<file path="src/rtl/lptmr_pkg.sv">
package lptmr_pkg;

    localparam int HOST_W     = 16;
    localparam int TIMER_W    = 16;
    localparam int SCALE_W    = 8;
    localparam int REG_AW     = 2;

    localparam int CTRL_RUN_BIT  = 5;
    localparam int CTRL_SNAP_BIT = 4;

    typedef enum logic [REG_AW-1:0] {
        SEL_CTRL   = 2'd0,
        SEL_TIMER  = 2'd1,
        SEL_PERIOD = 2'd2,
        SEL_SCALE  = 2'd3
    } reg_sel_e;

    typedef struct packed {
        logic run;
        logic snap_on_tmo;
    } ctrl_t;

    function automatic logic sel_hit(logic en, logic [REG_AW-1:0] addr, reg_sel_e sel);
        return en && (reg_sel_e'(addr) == sel);
    endfunction

endpackage

</file>
<file path="src/rtl/lptmr_regs.sv">
module lptmr_regs
    import lptmr_pkg::*;
#(
    parameter int DATA_W = HOST_W,
    parameter int TMR_W  = TIMER_W,
    parameter int SCL_W  = SCALE_W
) (
    input  logic              clk,
    input  logic              rst,
    input  logic              wr_en,
    input  logic [REG_AW-1:0] wr_addr,
    input  logic [DATA_W-1:0] wr_data,
    output ctrl_t             ctrl,
    output logic [TMR_W-1:0]  period,
    output logic [SCL_W-1:0]  scale,
    output logic              timer_ld,
    output logic [TMR_W-1:0]  timer_ld_val
);

    always_ff @(posedge clk) begin
        if (rst) begin
            ctrl   <= '0;
            period <= '0;
            scale  <= '0;
        end else begin
            if (sel_hit(wr_en, wr_addr, SEL_CTRL)) begin
                ctrl.run         <= wr_data[CTRL_RUN_BIT];
                ctrl.snap_on_tmo <= wr_data[CTRL_SNAP_BIT];
            end
            if (sel_hit(wr_en, wr_addr, SEL_PERIOD))
                period <= wr_data[TMR_W-1:0];
            if (sel_hit(wr_en, wr_addr, SEL_SCALE))
                scale <= wr_data[SCL_W-1:0];
        end
    end

    assign timer_ld     = sel_hit(wr_en, wr_addr, SEL_TIMER);
    assign timer_ld_val = wr_data[TMR_W-1:0];

    AST_SCALE_LOW_BYTE: assert property (@(posedge clk) disable iff (rst)
        sel_hit(wr_en, wr_addr, SEL_SCALE) |=> scale == $past(wr_data[SCL_W-1:0]));

endmodule

</file>
<file path="src/rtl/lptmr_prescale.sv">
module lptmr_prescale #(
    parameter int SCL_W = lptmr_pkg::SCALE_W
) (
    input  logic             clk,
    input  logic             rst,
    input  logic             run,
    input  logic             restart,
    input  logic [SCL_W-1:0] scale,
    output logic             tick
);

    logic [SCL_W-1:0] pcnt;

    // >= keeps the divider safe if scale is lowered below the running count
    assign tick = run && (pcnt >= scale);

    always_ff @(posedge clk) begin
        if (rst)
            pcnt <= '0;
        else if (restart)
            pcnt <= '0;
        else if (tick)
            pcnt <= '0;
        else if (run)
            pcnt <= pcnt + 1'b1;
    end

    AST_PRESCALE_FROZEN: assert property (@(posedge clk) disable iff (rst)
        !run && !restart |=> $stable(pcnt));

    AST_PRESCALE_RESTART: assert property (@(posedge clk) disable iff (rst)
        restart |=> pcnt == '0);

endmodule

</file>
<file path="src/rtl/lptmr_core.sv">
module lptmr_core #(
    parameter int TMR_W = lptmr_pkg::TIMER_W
) (
    input  logic             clk,
    input  logic             rst,
    input  logic             tick,
    input  logic             ld,
    input  logic [TMR_W-1:0] ld_val,
    input  logic [TMR_W-1:0] period,
    output logic [TMR_W-1:0] timer_q,
    output logic             tmo_now,
    output logic             tmo_q
);

    logic at_zero;

    assign at_zero = (timer_q == '0);
    assign tmo_now = tick && !ld && at_zero;

    always_ff @(posedge clk) begin
        if (rst) begin
            timer_q <= '0;
            tmo_q   <= 1'b0;
        end else begin
            tmo_q <= tmo_now;
            if (ld)
                timer_q <= ld_val;
            else if (tick)
                timer_q <= at_zero ? period : timer_q - 1'b1;
        end
    end

    AST_DECREMENT_STEP: assert property (@(posedge clk) disable iff (rst)
        tick && !ld && timer_q != '0 |=> timer_q == $past(timer_q) - 1'b1);

    AST_RELOAD_PERIOD: assert property (@(posedge clk) disable iff (rst)
        tmo_q |-> timer_q == $past(period));

    AST_TMO_FROM_ZERO: assert property (@(posedge clk) disable iff (rst)
        tmo_q |-> $past(timer_q) == '0);

    AST_HOLD_IDLE: assert property (@(posedge clk) disable iff (rst)
        !tick && !ld |=> $stable(timer_q));

    AST_LOAD_WINS: assert property (@(posedge clk) disable iff (rst)
        ld |=> timer_q == $past(ld_val) && !tmo_q);

endmodule

</file>
<file path="src/rtl/enc_loop_timer.sv">
module enc_loop_timer
    import lptmr_pkg::*;
#(
    parameter int DATA_W = HOST_W,
    parameter int TMR_W  = TIMER_W,
    parameter int SCL_W  = SCALE_W
) (
    input  logic              clk,
    input  logic              rst,
    input  logic              wr_en,
    input  logic [REG_AW-1:0] wr_addr,
    input  logic [DATA_W-1:0] wr_data,
    input  logic              cnt_rd_stb,
    output logic [TMR_W-1:0]  timer_q,
    output logic              irq_pulse,
    output logic              snap_strobe
);

    ctrl_t            ctrl;
    logic [TMR_W-1:0] period;
    logic [SCL_W-1:0] scale;
    logic             timer_ld;
    logic [TMR_W-1:0] timer_ld_val;
    logic             tick;
    logic             tmo_now;
    logic             snap_q;

    lptmr_regs #(.DATA_W(DATA_W), .TMR_W(TMR_W), .SCL_W(SCL_W)) u_regs (
        .clk          (clk),
        .rst          (rst),
        .wr_en        (wr_en),
        .wr_addr      (wr_addr),
        .wr_data      (wr_data),
        .ctrl         (ctrl),
        .period       (period),
        .scale        (scale),
        .timer_ld     (timer_ld),
        .timer_ld_val (timer_ld_val)
    );

    lptmr_prescale #(.SCL_W(SCL_W)) u_prescale (
        .clk     (clk),
        .rst     (rst),
        .run     (ctrl.run),
        .restart (timer_ld),
        .scale   (scale),
        .tick    (tick)
    );

    lptmr_core #(.TMR_W(TMR_W)) u_core (
        .clk     (clk),
        .rst     (rst),
        .tick    (tick),
        .ld      (timer_ld),
        .ld_val  (timer_ld_val),
        .period  (period),
        .timer_q (timer_q),
        .tmo_now (tmo_now),
        .tmo_q   (irq_pulse)
    );

    always_ff @(posedge clk) begin
        if (rst)
            snap_q <= 1'b0;
        else
            snap_q <= ctrl.snap_on_tmo ? tmo_now : cnt_rd_stb;
    end

    assign snap_strobe = snap_q;

    AST_SNAP_ON_TIMEOUT: assert property (@(posedge clk) disable iff (rst)
        ctrl.snap_on_tmo && tmo_now |=> snap_strobe && irq_pulse);

    AST_SNAP_ONLY_WITH_IRQ: assert property (@(posedge clk) disable iff (rst)
        ctrl.snap_on_tmo && !tmo_now |=> !snap_strobe);

    AST_SNAP_ON_READ: assert property (@(posedge clk) disable iff (rst)
        !ctrl.snap_on_tmo && cnt_rd_stb |=> snap_strobe);

    AST_IDLE_NO_IRQ: assert property (@(posedge clk) disable iff (rst)
        !ctrl.run |=> !irq_pulse);

endmodule

</file>
<file path="config.mk">
export PLATFORM = sky130hd
export DESIGN_NAME = enc_loop_timer
export DESIGN_NICKNAME = d
export VERILOG_FILES = /design/src/rtl/lptmr_pkg.sv /design/src/rtl/lptmr_regs.sv /design/src/rtl/lptmr_prescale.sv /design/src/rtl/lptmr_core.sv /design/src/rtl/enc_loop_timer.sv
export SDC_FILE = /design/constraint.sdc
export NUM_CORES = 1
export LEC_CHECK = 0
export ABC_AREA = 1
export CAP_MARGIN = 20
export CORE_MARGIN = 4
export CORE_UTILIZATION = 30
export CTS_CLUSTER_SIZE = 30
export DETAILED_ROUTE_END_ITERATION = 8
export HOLD_SLACK_MARGIN = 0.03
export PLACE_DENSITY = 0.54
export SYNTH_ARGS = -nofsm -noshare
export SYNTH_HDL_FRONTEND = slang
export SYNTH_HIERARCHICAL = 1
export SYNTH_SLANG_ARGS = --single-unit
</file>
<file path="constraint.sdc">
create_clock -name clk -period 2.4 [get_ports clk]
set_input_delay 0.36 -clock clk [delete_from_list [all_inputs] [get_ports clk]]
set_output_delay 0.36 -clock clk [all_outputs]
set_load 0.005 [all_outputs]
</file>
# --- Word level (Yosys, flattened, before mapping) ---
# Index checks and enable logic that the tools add are counted.
word_totals:
  input_bits: 22
  word_cells: 30
  regBits: 52
classes:
  n_eq_ne: 3
  addsub: 2
  reduce_logical: 12
  muxes: 4
  order_cmp: 1
ops:
  columns: ["cell", "n"]
  rows:
  - ["$mux W16", 3]
  - ["$logic_not A16 Y1", 1]
  - ["$sub A16 B1 Y16 const B", 1]
  - ["$add A8 B1 Y8 const B", 1]
  - ["$ge A8 B8 Y1", 1]
  - ["$logic_and A1 B1 Y1", 7]
  - ["$eq A2 B2 Y1 const B", 2]
  - ["$reduce_or A3 Y1", 1]
  - ["$eq A2 B1 Y1 const B", 1]
  - ["$logic_not A2 Y1", 1]
  - ["$reduce_bool A2 Y1", 1]
  - ["$logic_not A1 Y1", 1]
  - ["$mux W1", 1]

# --- Logic depth before layout (Yosys ltp) ---
# Gate-level depths: netlist (run 1).
logic_depth:
  ltp_word: 6
  ltp_mapped: 20
  ltp_nobuf: 19

# --- Cells and area by module ---
# Netlist (run 1), hierarchy kept.
modules_own_cells:
  columns: ["module", "n_inst", "cells_per_inst", "area_per_inst_um2", "seq_area_each_um2"]
  rows:
  - ["lptmr_core", 1, 227, 1517.7, 340.3]
  - ["lptmr_regs", 1, 185, 1234.9, 520.5]
  - ["lptmr_prescale", 1, 76, 584.3, 160.2]
  - ["enc_loop_timer", 1, 7, 45.0, 20.0]

# --- Worst setup path before layout (run 1) ---
# No wires, ideal clock.
synth_timing:
  path_type: "reg-to-reg"
  start: "register u_regs.scale[7]"
  end: "register snap_q, in the netlist snap_strobe"
  setup_slack_ns: 0.489
  t_arrival_ns: 1.849
  path_buffers: 1
  setup_time_ns: 0.062
  stages_incl_launch_ff: 18
  path_cell_list: "dfxtp_1 > inv_1 > ha_1 > nand2_1 > nor2_1 > nand4_1 > nand3_1 > nand2_1 > inv_1 > inv_1 > nor2_2 > buf_6 > inv_1 > nor2_1 > inv_1 > nand2_1 > nand2_1 > nor2_2"
synth_between:
  elab_chain_cells: 5
synth_rtl:
  columns: ["element", "line", "rtl"]
  rows:
  - ["start: declaration", "lptmr_regs.sv:15", "output logic [SCL_W-1:0] scale,"]
  - ["start signal: assignment", "lptmr_regs.sv:33", "scale <= wr_data[SCL_W-1:0];"]
  - ["$ge A8 B8 Y1", "lptmr_prescale.sv:15", "assign tick = run && (pcnt >= scale);"]
  - ["$logic_and A1 B1 Y1", "lptmr_prescale.sv:15", null]
  - ["named net tick", "enc_loop_timer.sv:24", "logic tick;"]
  - ["$logic_and A1 B1 Y1 (2 in a row)", "lptmr_core.sv:18", "assign tmo_now = tick && !ld && at_zero;"]
  - ["named net tmo_now", "enc_loop_timer.sv:25", "logic tmo_now;"]
  - ["$mux W1", "enc_loop_timer.sv:66", "snap_q <= ctrl.snap_on_tmo ? tmo_now : cnt_rd_stb;"]
  - ["end signal: assignment", "enc_loop_timer.sv:66", null]
  - ["end: declaration", "enc_loop_timer.sv:26", "logic snap_q;"]
# The timed path passes the listed nets, and every way through them passes these cells.
# A chain may end at the register's enable or synchronous reset.

# --- Final worst setup path (run 1) ---
layout_timing:
  start: "register u_regs.scale[7]"
  end: "register u_core.timer_q[13]"
layout_between:
  elab_chain_cells: 3
layout_rtl:
  columns: ["element", "line", "rtl"]
  rows:
  - ["$ge A8 B8 Y1", "lptmr_prescale.sv:15", null]
  - ["$logic_and A1 B1 Y1", "lptmr_prescale.sv:15", null]
  - ["named net tick", "enc_loop_timer.sv:24", null]
  - ["$reduce_bool A2 Y1 (no line)", null, null]
  - ["end signal: assignment", "lptmr_core.sv:27", "timer_q <= ld_val;"]
  - ["end signal: assignment", "lptmr_core.sv:29", "timer_q <= at_zero ? period : timer_q - 1'b1;"]
  - ["end: declaration", "lptmr_core.sv:10", "output logic [TMR_W-1:0] timer_q,"]
# The timed path passes the listed nets, and every way through them passes these cells.

==> results.sh, run 1 <==
export IMPL_outcome="finished, final reports clean"
export IMPL_cts_setup_buffers=0
export IMPL_required_ns=2.62
export IMPL_most_common_layout_cells="110 x sky130_fd_sc_hd__nand2_1, 83 x sky130_fd_sc_hd__nor2_1, 72 x sky130_fd_sc_hd__inv_1"
export IMPL_cellPowerDensity_nw_per_um2=645
export IMPL_root_buffer="sky130_fd_sc_hd__clkbuf_16"
export IMPL_largest_fanout_on_the_critical_path=11
export IMPL_share_of_the_yosys_chip_area_belonging_to_registers=0.308
export IMPL_most_frequent_standard_cell_in_the_layout_excluding_fill_and_tap_cells="sky130_fd_sc_hd__nand2_1"
export IMPL_postSynthNetCount=528
export IMPL_place_worst_setup_slack_ns=0.217
export IMPL_io_count=40
export IMPL_clk_pin_slew_worst_paths_ns=0.07
export IMPL_postSynthAreaPerCell_um2=6.83
export IMPL_ctsHoldBuffers=0
export IMPL_port_buffers=39
export IMPL_grt_first_pass_wirelength_um=13900
export IMPL_fillCellCount=1198
export IMPL_switching_fraction_of_total_power=0.355
export IMPL_synth_lib_cells_used_distinct=34
export IMPL_route_detailed_vias_per_inst=4.57
export IMPL_critPathLaunch="u_regs/scale[7]"
export IMPL_r2r_slack_ns=0.28
export IMPL_period_share=0.882
export IMPL_avgRoutedWirePerCell_um=12.4
export IMPL_maximum_number_of_pins_on_one_net_before_global_route_repair=33
export IMPL_report_final_slew_viol_count=0
export IMPL_worst_pin_slew_ns=0.629
export IMPL_arrival_ns=2.33
export IMPL_crit_path_max_incr_delay_ns=0.34
export IMPL_hold_violations=0
export IMPL_fp_coreArea_um2=10900
export IMPL_critical_path_source_type="flip-flop"
export IMPL_cts_buffer_depth=2
export IMPL_power_clock_fraction=0.286
export IMPL_max_cap_viol_count=0
export IMPL_antenna_violations_before_repair=0
export IMPL_min_path_type="reg2reg"
export IMPL_finish_net_count=549
export IMPL_reg2reg_to="u_core/timer_q[13]"
export IMPL_n_antenna_cell=0
export IMPL_grt_pass1_vias=2851
export IMPL_die_area_um2=13000
export IMPL_clock_skew_final_ns=0.00679
export IMPL_yosys_register_bits=52
export IMPL_fin_tns_setup_ns=0
export IMPL_cts_tree="done"
export IMPL_total_of_warnings_raised_by_yosys=6
export IMPL_ir_worst_vdd_uv=276
export IMPL_clock_insertion_delay_worst_skew_ns=0.29
export IMPL_syn_to_final_growth_pct=15.1
export IMPL_cell_internal_pwr_mw=1.62
export IMPL_whs_endpoint="u_regs/period[8]"
export IMPL_floorplan_die_width_um=114
export IMPL_power_share_combinational=0.330
export IMPL_die_height_um=114
export IMPL_seqPwrFrac=0.384
export IMPL_hold_path_startpoint="u_regs/period[8]"
export IMPL_mappedNetlistArea_um2=3380
export IMPL_initial_core_util=0.309
export IMPL_firstDrtPassIters=4
export IMPL_post_route_cells_drive_above_1_share=0.0967
export IMPL_numClockSinks=52
export IMPL_cts_buffers_inserted=5
export IMPL_min_path_cells=4
export IMPL_critPathSlowestCell="sky130_fd_sc_hd__dfxtp_1"
export IMPL_grt_setup_unrepaired="no"
export IMPL_max_clock_freq_mhz=472
export IMPL_grt_overflow=0
export IMPL_slew_limit_headroom=0.580
export IMPL_vias=3003
export IMPL_ctsHtreeMaxLevel=2
export IMPL_routed_wirelength_um=8130
export IMPL_num_rows=38
export IMPL_timing_critical_path_to_type="flip-flop"
export IMPL_setup_ws_ns=0.283
export IMPL_finalWorstPathRequiredPeriod_ns=2.12
export IMPL_route_antenna_remaining_nets=0
export IMPL_globalplace_congestion=0.843
export IMPL_worstReg2RegStart="u_regs/scale[7]"
export IMPL_leakage_nw=1.81
export IMPL_grt_total_usage=0.130
export IMPL_dr_first_iter_drc_count=100
export IMPL_syn_instance_count=495
export IMPL_worstSetupPathType="reg2reg"
export IMPL_post_route_drc=0
export IMPL_reg2reg_depth=15
export IMPL_cp_cell_sequence="inv_1, ha_1, nand2_1, nor2_1, nand4_1, nand3_1, nand2_1, inv_1, inv_1, nor2_4, buf_4, nand2_1, inv_1, nand2_1, a21oi_1"
export IMPL_setup_violations=0
export IMPL_dp_hpwl_um=6210
export IMPL_p_sw_mw=0.893
## worst max-delay path by stage
stage,to,slack (ns)
floorplan,snap_strobe,0.49
global placement,u_core/timer_q[14],0.28
detailed placement,u_core/timer_q[4],0.22
CTS,u_core/timer_q[4],0.19
global route,u_core/timer_q[13],0.06
finish,u_core/timer_q[13],0.28
## synthesized netlist by cell type
| cell | instances | area, µm² |
|---|---|---|
| sky130_fd_sc_hd__o21ai_2 | 2 | 17.5 |
| sky130_fd_sc_hd__nand3b_1 | 11 | 82.6 |
| sky130_fd_sc_hd__a21oi_2 | 1 | 8.76 |
| sky130_fd_sc_hd__nand4_2 | 1 | 12.5 |
| sky130_fd_sc_hd__nand3_4 | 1 | 17.5 |
| sky130_fd_sc_hd__ha_1 | 11 | 138 |
| sky130_fd_sc_hd__inv_1 | 72 | 270 |
| sky130_fd_sc_hd__nor2_1 | 83 | 312 |
| sky130_fd_sc_hd__buf_2 | 5 | 25.0 |
| sky130_fd_sc_hd__o21ai_0 | 4 | 20.0 |
| sky130_fd_sc_hd__nor2_4 | 5 | 56.3 |
| sky130_fd_sc_hd__nor2_8 | 2 | 40.0 |
| sky130_fd_sc_hd__nor3_4 | 1 | 16.3 |
| sky130_fd_sc_hd__mux2i_1 | 1 | 10.0 |
| sky130_fd_sc_hd__dfxtp_1 | 52 | 1040 |
| sky130_fd_sc_hd__a21o_1 | 1 | 7.51 |
| sky130_fd_sc_hd__a21oi_1 | 19 | 95.1 |
| sky130_fd_sc_hd__inv_2 | 2 | 7.51 |
| sky130_fd_sc_hd__clkbuf_8 | 1 | 13.8 |
| sky130_fd_sc_hd__nand4_1 | 5 | 31.3 |
| sky130_fd_sc_hd__nand2_2 | 4 | 25.0 |
| sky130_fd_sc_hd__a22oi_1 | 16 | 120 |
| sky130_fd_sc_hd__dlygate4sd1_1 | 1 | 8.76 |
| sky130_fd_sc_hd__nand3_2 | 5 | 50.1 |
| sky130_fd_sc_hd__buf_6 | 7 | 78.8 |
| sky130_fd_sc_hd__nor2_2 | 9 | 56.3 |
| sky130_fd_sc_hd__nand2_1 | 110 | 413 |
| sky130_fd_sc_hd__nand2_4 | 4 | 45.0 |
| sky130_fd_sc_hd__xor2_1 | 4 | 35.0 |
| sky130_fd_sc_hd__clkinv_1 | 1 | 3.75 |
| sky130_fd_sc_hd__nand3_1 | 33 | 165 |
| sky130_fd_sc_hd__xnor2_1 | 3 | 26.3 |
| sky130_fd_sc_hd__nor3_1 | 1 | 5.00 |
| sky130_fd_sc_hd__buf_4 | 17 | 128 |
## logic make-up after synthesis
family / Yosys count / synth area share
buffers and inverters: 106 / 0.158
muxes: 1 / 0.00296
and+or+nand+nor: 275 / 0.393
AOI/OAI and AO/OA: 43 / 0.0795
xor gates and xnor gates: 7 / 0.0181
DFF: 52 / 0.308
adders and majority gates: 11 / 0.0407
## critical path, delay by kind of cell, from the launching register on
kind / cells / cell delay (ns)
compound gates: 1 / 0.14
buf+inv: 5 / 0.52
simple gates: 8 / 0.76
fa+ha+maj: 1 / 0.28
flops: 1 / 0.34
## registers in the layout, indices dropped and copies added, names as in the netlist
name / flops
u_regs/period: 16
u_regs/scale: 8
u_core/tmo_q: 1
u_regs/ctrl: 2
snap_strobe: 1
u_core/timer_q: 16
u_prescale/pcnt: 8
## metal layers
layer  vias up  track usage  wire [µm]
li1       1574            -          -
met1      1368        0.172       3890
met2        50        0.214       3730
met3        11       0.0259        370
met4         0       0.0420        140
met5         -            0          0
## stage by stage
stage / cells / cell area [µm²] / total power [mW] / utilization / hold WS, ns
2_1_floorplan: 495 / 3380 / 1.61 / - / 0.474
3_3_place_gp: 649 / 3740 / 1.81 / 0.342 / 0.495
3_5_place_dp: 649 / 3740 / 1.81 / 0.342 / 0.497
4_1_cts: 657 / 3880 / 2.54 / 0.355 / 0.509
5_1_grt: 657 / 3890 / 2.68 / 0.356 / 0.540
6_report: 657 / 3890 / 2.51 / 0.356 / 0.506
## area by class of cell
| cell class | instances | area, µm² | area share |
|---|---|---|---|
| tap | 140 | 175 | 0.0450 |
| clock buffer | 6 | 129 | 0.0331 |
| inverter | 75 | 282 | 0.0723 |
| timing repair buffer | 45 | 435 | 0.112 |
| clock inverter | 2 | 16.3 | 0.00418 |
| multi-input combinational | 337 | 1820 | 0.466 |
| sequential | 52 | 1040 | 0.267 |
## power by group through the flow
| stage | clock network (mW) | registers [mW] | logic (mW) |
|---|---|---|---|
| 2_1_floorplan | 0 | 0.972 | 0.639 |
| 6_report | 0.718 | 0.965 | 0.828 |
| 3_3_place_gp | 0 | 0.985 | 0.825 |
| 3_5_place_dp | 0 | 0.986 | 0.828 |
| 5_1_grt | 0.771 | 0.973 | 0.937 |
| 4_1_cts | 0.744 | 0.966 | 0.832 |
## timing repair
| item | 4_1_cts | 5_1_grt |
|---|---|---|
| hold endpoints to repair | 0 | 0 |
| endpoints found under the setup margin | 0 | 6 |
| gates resized for setup | 0 | 2 |
Note: power is estimated with default switching activity, not from simulation.
==> run 2, diff against run 1 <==
- SETUP_SLACK_MARGIN: unset -> 0.4
==> run 2 against run 1 <==
Power grew 3.4%. Critical endpoint is now u_core/timer_q[4]. Sequential power is essentially flat. Cell count grew 1.2%. Cell area grew 5.7%. Global-route usage is essentially flat. Largest cell class unchanged. Clock power is essentially flat. Clock skew grew 0.0013 ns.
==> results.sh, run 2 (same netlist as run 1, synthesis figures left out) <==
export IMPL_cts_buffer_depth=2
export IMPL_grt_met2_usage=0.214
export IMPL_critical_path_source_type="flip-flop"
export IMPL_cellPowerDensity_nw_per_um2=631
export IMPL_dr_first_iter_drc_count=102
export IMPL_route_antenna_remaining_nets=0
export IMPL_ctsHoldBuffers=0
export IMPL_die_height_um=114
export IMPL_min_path_type="reg2reg"
export IMPL_ctsHtreeMaxLevel=2
export IMPL_ir_worst_vdd_uv=281
export IMPL_vias=3047
export IMPL_required_ns=2.62
export IMPL_setup_violations=0
export IMPL_finish_net_count=557
export IMPL_outcome="finished, final reports clean"
export IMPL_largest_fanout_on_the_critical_path=16
export IMPL_initial_core_util=0.309
export IMPL_post_route_drc=0
export IMPL_grt_setup_unrepaired="no"
export IMPL_numClockSinks=52
export IMPL_hold_ws_ns=0.505
export IMPL_finalWorstPathRequiredPeriod_ns=1.91
export IMPL_critPathSlowestCell="sky130_fd_sc_hd__dfxtp_2"
export IMPL_max_clock_freq_mhz=524
export IMPL_cts_buffers_inserted=5
export IMPL_io_count=40
export IMPL_route_detailed_vias_per_inst=4.58
export IMPL_firstDrtPassIters=4
export IMPL_most_common_layout_cells="106 x sky130_fd_sc_hd__nand2_1, 81 x sky130_fd_sc_hd__nor2_1, 65 x sky130_fd_sc_hd__inv_1"
export IMPL_clock_insertion_delay_worst_skew_ns=0.30
export IMPL_fp_coreArea_um2=10900
export IMPL_dp_hpwl_um=6210
export IMPL_root_buffer="sky130_fd_sc_hd__clkbuf_16"
export IMPL_globalplace_congestion=0.843
export IMPL_floorplan_die_width_um=114
export IMPL_antenna_violations_before_repair=0
export IMPL_worstSetupPathType="reg2reg"
export IMPL_grt_pass1_vias=2870
export IMPL_slew_limit_headroom=0.591
export IMPL_grt_util_met1=0.172
export IMPL_post_route_cell_area_um2=4120
export IMPL_routed_wirelength_um=8470
export IMPL_worst_pin_slew_ns=0.612
export IMPL_syn_to_final_growth_pct=21.7
export IMPL_period_share=0.796
export IMPL_place_worst_setup_slack_ns=0.217
export IMPL_largestRegisters="u_core/timer_q (16), u_regs/period (16)"
export IMPL_port_buffers=39
export IMPL_hold_violations=0
export IMPL_leakage_nw=1.88
export IMPL_crit_path_max_incr_delay_ns=0.40
export IMPL_clock_skew_final_ns=0.00811
export IMPL_fin_tns_setup_ns=0
export IMPL_global_route_peak_usage_layer="met2"
export IMPL_arrival_ns=2.13
export IMPL_grt_first_pass_wirelength_um=13900
export IMPL_cp_cell_sequence="ha_4, a21oi_1, nor2_1, nor2_1, nand3_2, nand2_2, inv_2, buf_4, nor2_4, buf_12, a22oi_1, a21oi_1"
export IMPL_cts_tree="done"
export IMPL_grt_use_met3=0.0259
export IMPL_avgRoutedWirePerCell_um=12.7
export IMPL_grt_total_usage=0.131
export IMPL_max_cap_viol_count=0
export IMPL_grt_overflow=0
export IMPL_timing_critical_path_to_type="flip-flop"
export IMPL_setup_ws_ns=0.490
export IMPL_post_route_cells_drive_above_1_share=0.177
export IMPL_detailed_place_area_um2=3740
export IMPL_fillCellCount=1159
export IMPL_report_final_slew_viol_count=0
export IMPL_maximum_number_of_pins_on_one_net_before_global_route_repair=33
export IMPL_most_frequent_standard_cell_in_the_layout_excluding_fill_and_tap_cells="sky130_fd_sc_hd__nand2_1"
export IMPL_p_total_mw=2.60
export IMPL_clk_pin_slew_worst_paths_ns=0.07
export IMPL_num_rows=38
export IMPL_die_area_um2=13000
export IMPL_n_antenna_cell=0
==> run 2: cell types whose count changed in the layout (fill, tap and decap cells not counted), moves of 2 or more <==
cell,before,now
sky130_fd_sc_hd__buf_6,0,2
sky130_fd_sc_hd__buf_12,0,2
sky130_fd_sc_hd__a21oi_1,19,16
sky130_fd_sc_hd__buf_4,6,10
sky130_fd_sc_hd__nand2_2,4,8
sky130_fd_sc_hd__ha_4,0,6
sky130_fd_sc_hd__dfxtp_1,52,40
sky130_fd_sc_hd__inv_1,72,65
sky130_fd_sc_hd__nand2_1,110,106
sky130_fd_sc_hd__nor2_1,83,81
sky130_fd_sc_hd__a21oi_2,1,4
sky130_fd_sc_hd__ha_1,11,5
sky130_fd_sc_hd__dfxtp_2,0,11
sky130_fd_sc_hd__inv_2,2,9
==> run 2: worst paths after layout <==
kind,start,end,slack (ns),depth (start not counted)
worst min register to register,u_regs/period[8],u_regs/period[8],0.51,4
worst min-delay path,u_regs/period[8],u_regs/period[8],0.51,4
worst max register to register,u_prescale/pcnt[5],u_core/timer_q[4],0.49,12
worst max-delay path,u_prescale/pcnt[5],u_core/timer_q[4],0.49,12
==> run 2: routing by layer <==
metal / share of wire / wire [µm]
met4: 0.015 / 128
met1: 0.47 / 3960
met3: 0.042 / 355
met2: 0.48 / 4030
met5: 0 / 0
==> run 2: layout make-up <==
class,instances,area (µm²),share of cell area
repair buffers,53,528,0.128
multi-input cells,337,1930,0.468
clock inverters,2,16.3,0.00395
flip-flops and latches,52,1060,0.257
well taps,140,175,0.0426
clock buffers,6,129,0.0313
inverters,75,282,0.0684
==> run 2: repair_timing <==
item	CTS	global route
endpoints found under the setup margin	17	18
gates resized for setup	4	38
cloned	0	1
buffers inserted	2	5
pin swaps	1	14
==> run 2: metrics by stage <==
| stage | utilization | std cells |
|---|---|---|
| 5_1_grt | 0.376 | 665 |
| 6_report | 0.376 | 665 |
| 3_5_place_dp | 0.342 | 649 |
| 4_1_cts | 0.358 | 659 |
| 2_1_floorplan | - | 495 |
| 3_3_place_gp | 0.342 | 649 |
==> run 2: where the power goes <==
part / switching, mW / leakage, nW / total, mW / internal (mW)
logic: 0.534 / 1.38 / 0.909 / 0.376
registers: 0.0572 / 0.430 / 0.966 / 0.909
clock network: 0.331 / 0.0671 / 0.721 / 0.390
total: 0.922 / 1.88 / 2.60 / 1.67
==> run 2: critical path: cells and delay by family, from the launching register on <==
kind / cells / cell delay (ns)
AO/OA/AOI/OAI: 3 / 0.38
adder cells (fa/ha/maj): 1 / 0.22
buffers and inverters: 3 / 0.33
flip-flops: 1 / 0.40
AND/OR/NAND/NOR: 5 / 0.50
==> run 3, diff against run 2 <==
- clock period: 2.4 -> 1.8 ns (I/O delays scaled with it)
==> run 3 against run 2 <==
First-iteration DRC count rose by 14%. Die area unchanged. Critical endpoint is now snap_strobe. Non-clock buffer count increased by 20. Via count up 3.5%. Flip-flop and latch count did not move. Clock skew up 0.00065 ns. Register-to-register slack lost 0.48 ns. Clock-buffer cell count fell by 1.
==> results.sh, run 3 (same netlist as run 1, synthesis figures left out) <==
export IMPL_grt_total_usage=0.133
export IMPL_post_route_drc=0
export IMPL_clock_skew_final_ns=0.00877
export IMPL_r2r_slack_ns=0.01
export IMPL_detailed_place_area_um2=3940
export IMPL_die_height_um=114
export IMPL_n_antenna_cell=0
export IMPL_routed_wirelength_um=8600
export IMPL_slew_limit_headroom=0.800
export IMPL_cellPowerDensity_nw_per_um2=856
export IMPL_root_buffer="sky130_fd_sc_hd__clkbuf_16"
export IMPL_io_count=40
export IMPL_placed_cells_incl_taps=668
export IMPL_most_frequent_standard_cell_in_the_layout_excluding_fill_and_tap_cells="sky130_fd_sc_hd__nand2_1"
export IMPL_worstSetupPathType="reg2reg"
export IMPL_min_path_type="reg2reg"
export IMPL_floorplan_die_width_um=114
export IMPL_die_area_um2=13000
export IMPL_reg2reg_to="snap_strobe"
export IMPL_max_clock_freq_mhz=559
export IMPL_cts_buffer_depth=2
export IMPL_avgRoutedWirePerCell_um=12.6
export IMPL_largest_fanout_on_the_critical_path=3
export IMPL_globalplace_congestion=0.835
export IMPL_firstDrtPassIters=4
export IMPL_max_cap_viol_count=0
export IMPL_post_route_cell_area_um2=4400
export IMPL_critical_path_source_type="flip-flop"
export IMPL_finish_net_count=577
export IMPL_grt_pass1_vias=2905
export IMPL_fp_coreArea_um2=10900
export IMPL_cts_tree="done"
export IMPL_clk_pin_slew_worst_paths_ns=0.07
export IMPL_vias=3154
export IMPL_num_rows=38
export IMPL_setup_ws_ns=0.0100
export IMPL_period_share=0.994
export IMPL_largestRegisters="u_core/timer_q (16), u_regs/period (16)"
export IMPL_reg2reg_depth=17
export IMPL_dp_hpwl_um=6300
export IMPL_timing_critical_path_to_type="flip-flop"
export IMPL_worstReg2RegStart="u_regs/scale[5]"
export IMPL_syn_to_final_growth_pct=30.2
export IMPL_grt_setup_unrepaired="yes"
export IMPL_final_core_util=0.403
export IMPL_layoutNonFillerInstCount=684
export IMPL_antenna_violations_before_repair=0
export IMPL_route_antenna_remaining_nets=0
export IMPL_worstSetupEndpoint="snap_strobe"
export IMPL_hold_violations=0
export IMPL_hold_path_startpoint="u_regs/period[3]"
export IMPL_ctsHtreeMaxLevel=2
export IMPL_finalWorstPathRequiredPeriod_ns=1.79
export IMPL_most_common_layout_cells="99 x sky130_fd_sc_hd__nand2_1, 81 x sky130_fd_sc_hd__nor2_1, 58 x sky130_fd_sc_hd__inv_1"
export IMPL_grt_first_pass_wirelength_um=14200
export IMPL_place_worst_setup_slack_ns=-0.0764
export IMPL_required_ns=2.03
export IMPL_initial_core_util=0.309
export IMPL_dr_first_iter_drc_count=116
export IMPL_report_final_slew_viol_count=0
export IMPL_clock_insertion_delay_worst_skew_ns=0.29
export IMPL_p_total_mw=3.77
export IMPL_arrival_ns=2.02
export IMPL_leakage_nw=2.09
export IMPL_worst_pin_slew_ns=0.300
export IMPL_cts_buffers_inserted=5
export IMPL_grt_overflow=0
export IMPL_route_detailed_vias_per_inst=4.61
export IMPL_critPathLaunch="u_regs/scale[5]"
export IMPL_outcome="finished, final reports clean"
export IMPL_maximum_number_of_pins_on_one_net_before_global_route_repair=33
export IMPL_setup_violations=0
export IMPL_numClockSinks=52
export IMPL_ir_worst_vdd_uv=450
export IMPL_post_route_cells_drive_above_1_share=0.267
export IMPL_port_buffers=39
-- run 3: cell count changes in the layout (fill, tap and decap cells not counted), moves of 3 or more --
cell / delta
sky130_fd_sc_hd__buf_4: +16
sky130_fd_sc_hd__clkdlybuf4s50_1: -12
sky130_fd_sc_hd__dfxtp_1: -12
sky130_fd_sc_hd__dlygate4sd2_1: +11
sky130_fd_sc_hd__dfxtp_4: +7
sky130_fd_sc_hd__inv_1: -7
sky130_fd_sc_hd__nand2_1: -7
sky130_fd_sc_hd__inv_2: +6
sky130_fd_sc_hd__dfxtp_2: +5
sky130_fd_sc_hd__nand2_2: +5
sky130_fd_sc_hd__a21oi_1: -3
sky130_fd_sc_hd__a21oi_2: +3
sky130_fd_sc_hd__nand3_1: -3
-- run 3: through the flow --
step                hold slack, ns  setup TNS (ns)
global route                 0.542           -1.72
detailed placement           0.498          -0.281
global placement             0.496         -0.0137
floorplan                    0.405               0
CTS                          0.512               0
finish                       0.513               0
-- run 3: critical path: stages, from the launching register on --
cell	delay, ns
sky130_fd_sc_hd__dfxtp_2	0.33
sky130_fd_sc_hd__inv_1	0.06
sky130_fd_sc_hd__ha_4	0.27
sky130_fd_sc_hd__nand2_2	0.06
sky130_fd_sc_hd__nor2_4	0.08
sky130_fd_sc_hd__nand4_1	0.10
sky130_fd_sc_hd__nand3_2	0.08
sky130_fd_sc_hd__nand2_2	0.06
sky130_fd_sc_hd__inv_2	0.07
sky130_fd_sc_hd__inv_2	0.04
sky130_fd_sc_hd__nor2_4	0.12
sky130_fd_sc_hd__buf_6	0.13
sky130_fd_sc_hd__inv_4	0.03
sky130_fd_sc_hd__nor2_2	0.08
sky130_fd_sc_hd__inv_1	0.05
sky130_fd_sc_hd__nand2_1	0.05
sky130_fd_sc_hd__nand2_1	0.05
sky130_fd_sc_hd__nor2_2	0.07
-- run 3: worst min-delay path by stage --
| stage | endpoint | slack (ns) | cells after the start |
|---|---|---|---|
| after floorplan | u_regs/scale[7] | 0.40 | 2 |
| after global placement | u_regs/period[3] | 0.50 | 4 |
| after detailed placement | u_regs/period[1] | 0.50 | 4 |
| after CTS | u_regs/period[1] | 0.51 | 4 |
| after global routing | u_regs/scale[3] | 0.54 | 4 |
| final | u_regs/period[3] | 0.51 | 4 |
-- run 3: cell type report --
cell class / instances / area (µm²)
Multi-Input combinational cell: 337 / 1980
Clock buffer: 5 / 125
Fill cell: 1133 / 6530
Inverter: 75 / 284
Sequential cell: 52 / 1090
Timing Repair Buffer: 73 / 693
Clock inverter: 2 / 60.1
Tap cell: 140 / 175
-- run 3: routing by layer --
metal | routed length, µm | global-route usage | up-vias | share of wire
met2 | 3970 | 0.217 | 75 | 0.46
met4 | 44 | 0.0238 | 0 | 0.0051
met5 | 0 | 0 | - | 0
li1 | - | - | 1628 | -
met1 | 4130 | 0.182 | 1447 | 0.48
met3 | 460 | 0.0280 | 4 | 0.053
-- run 3: report_power, final --
part           switching (mW)  internal [mW]
registers              0.0622           1.21
logic                   0.770          0.510
clock network           0.426          0.790
-- run 3: timing repair --
action | CTS | global route
buffers inserted | 8 | 0
resized for setup | 49 | 39
pin swaps | 7 | 17
setup endpoints to repair | 42 | 33
hold buffers | 0 | 0
cloned | 1 | 0
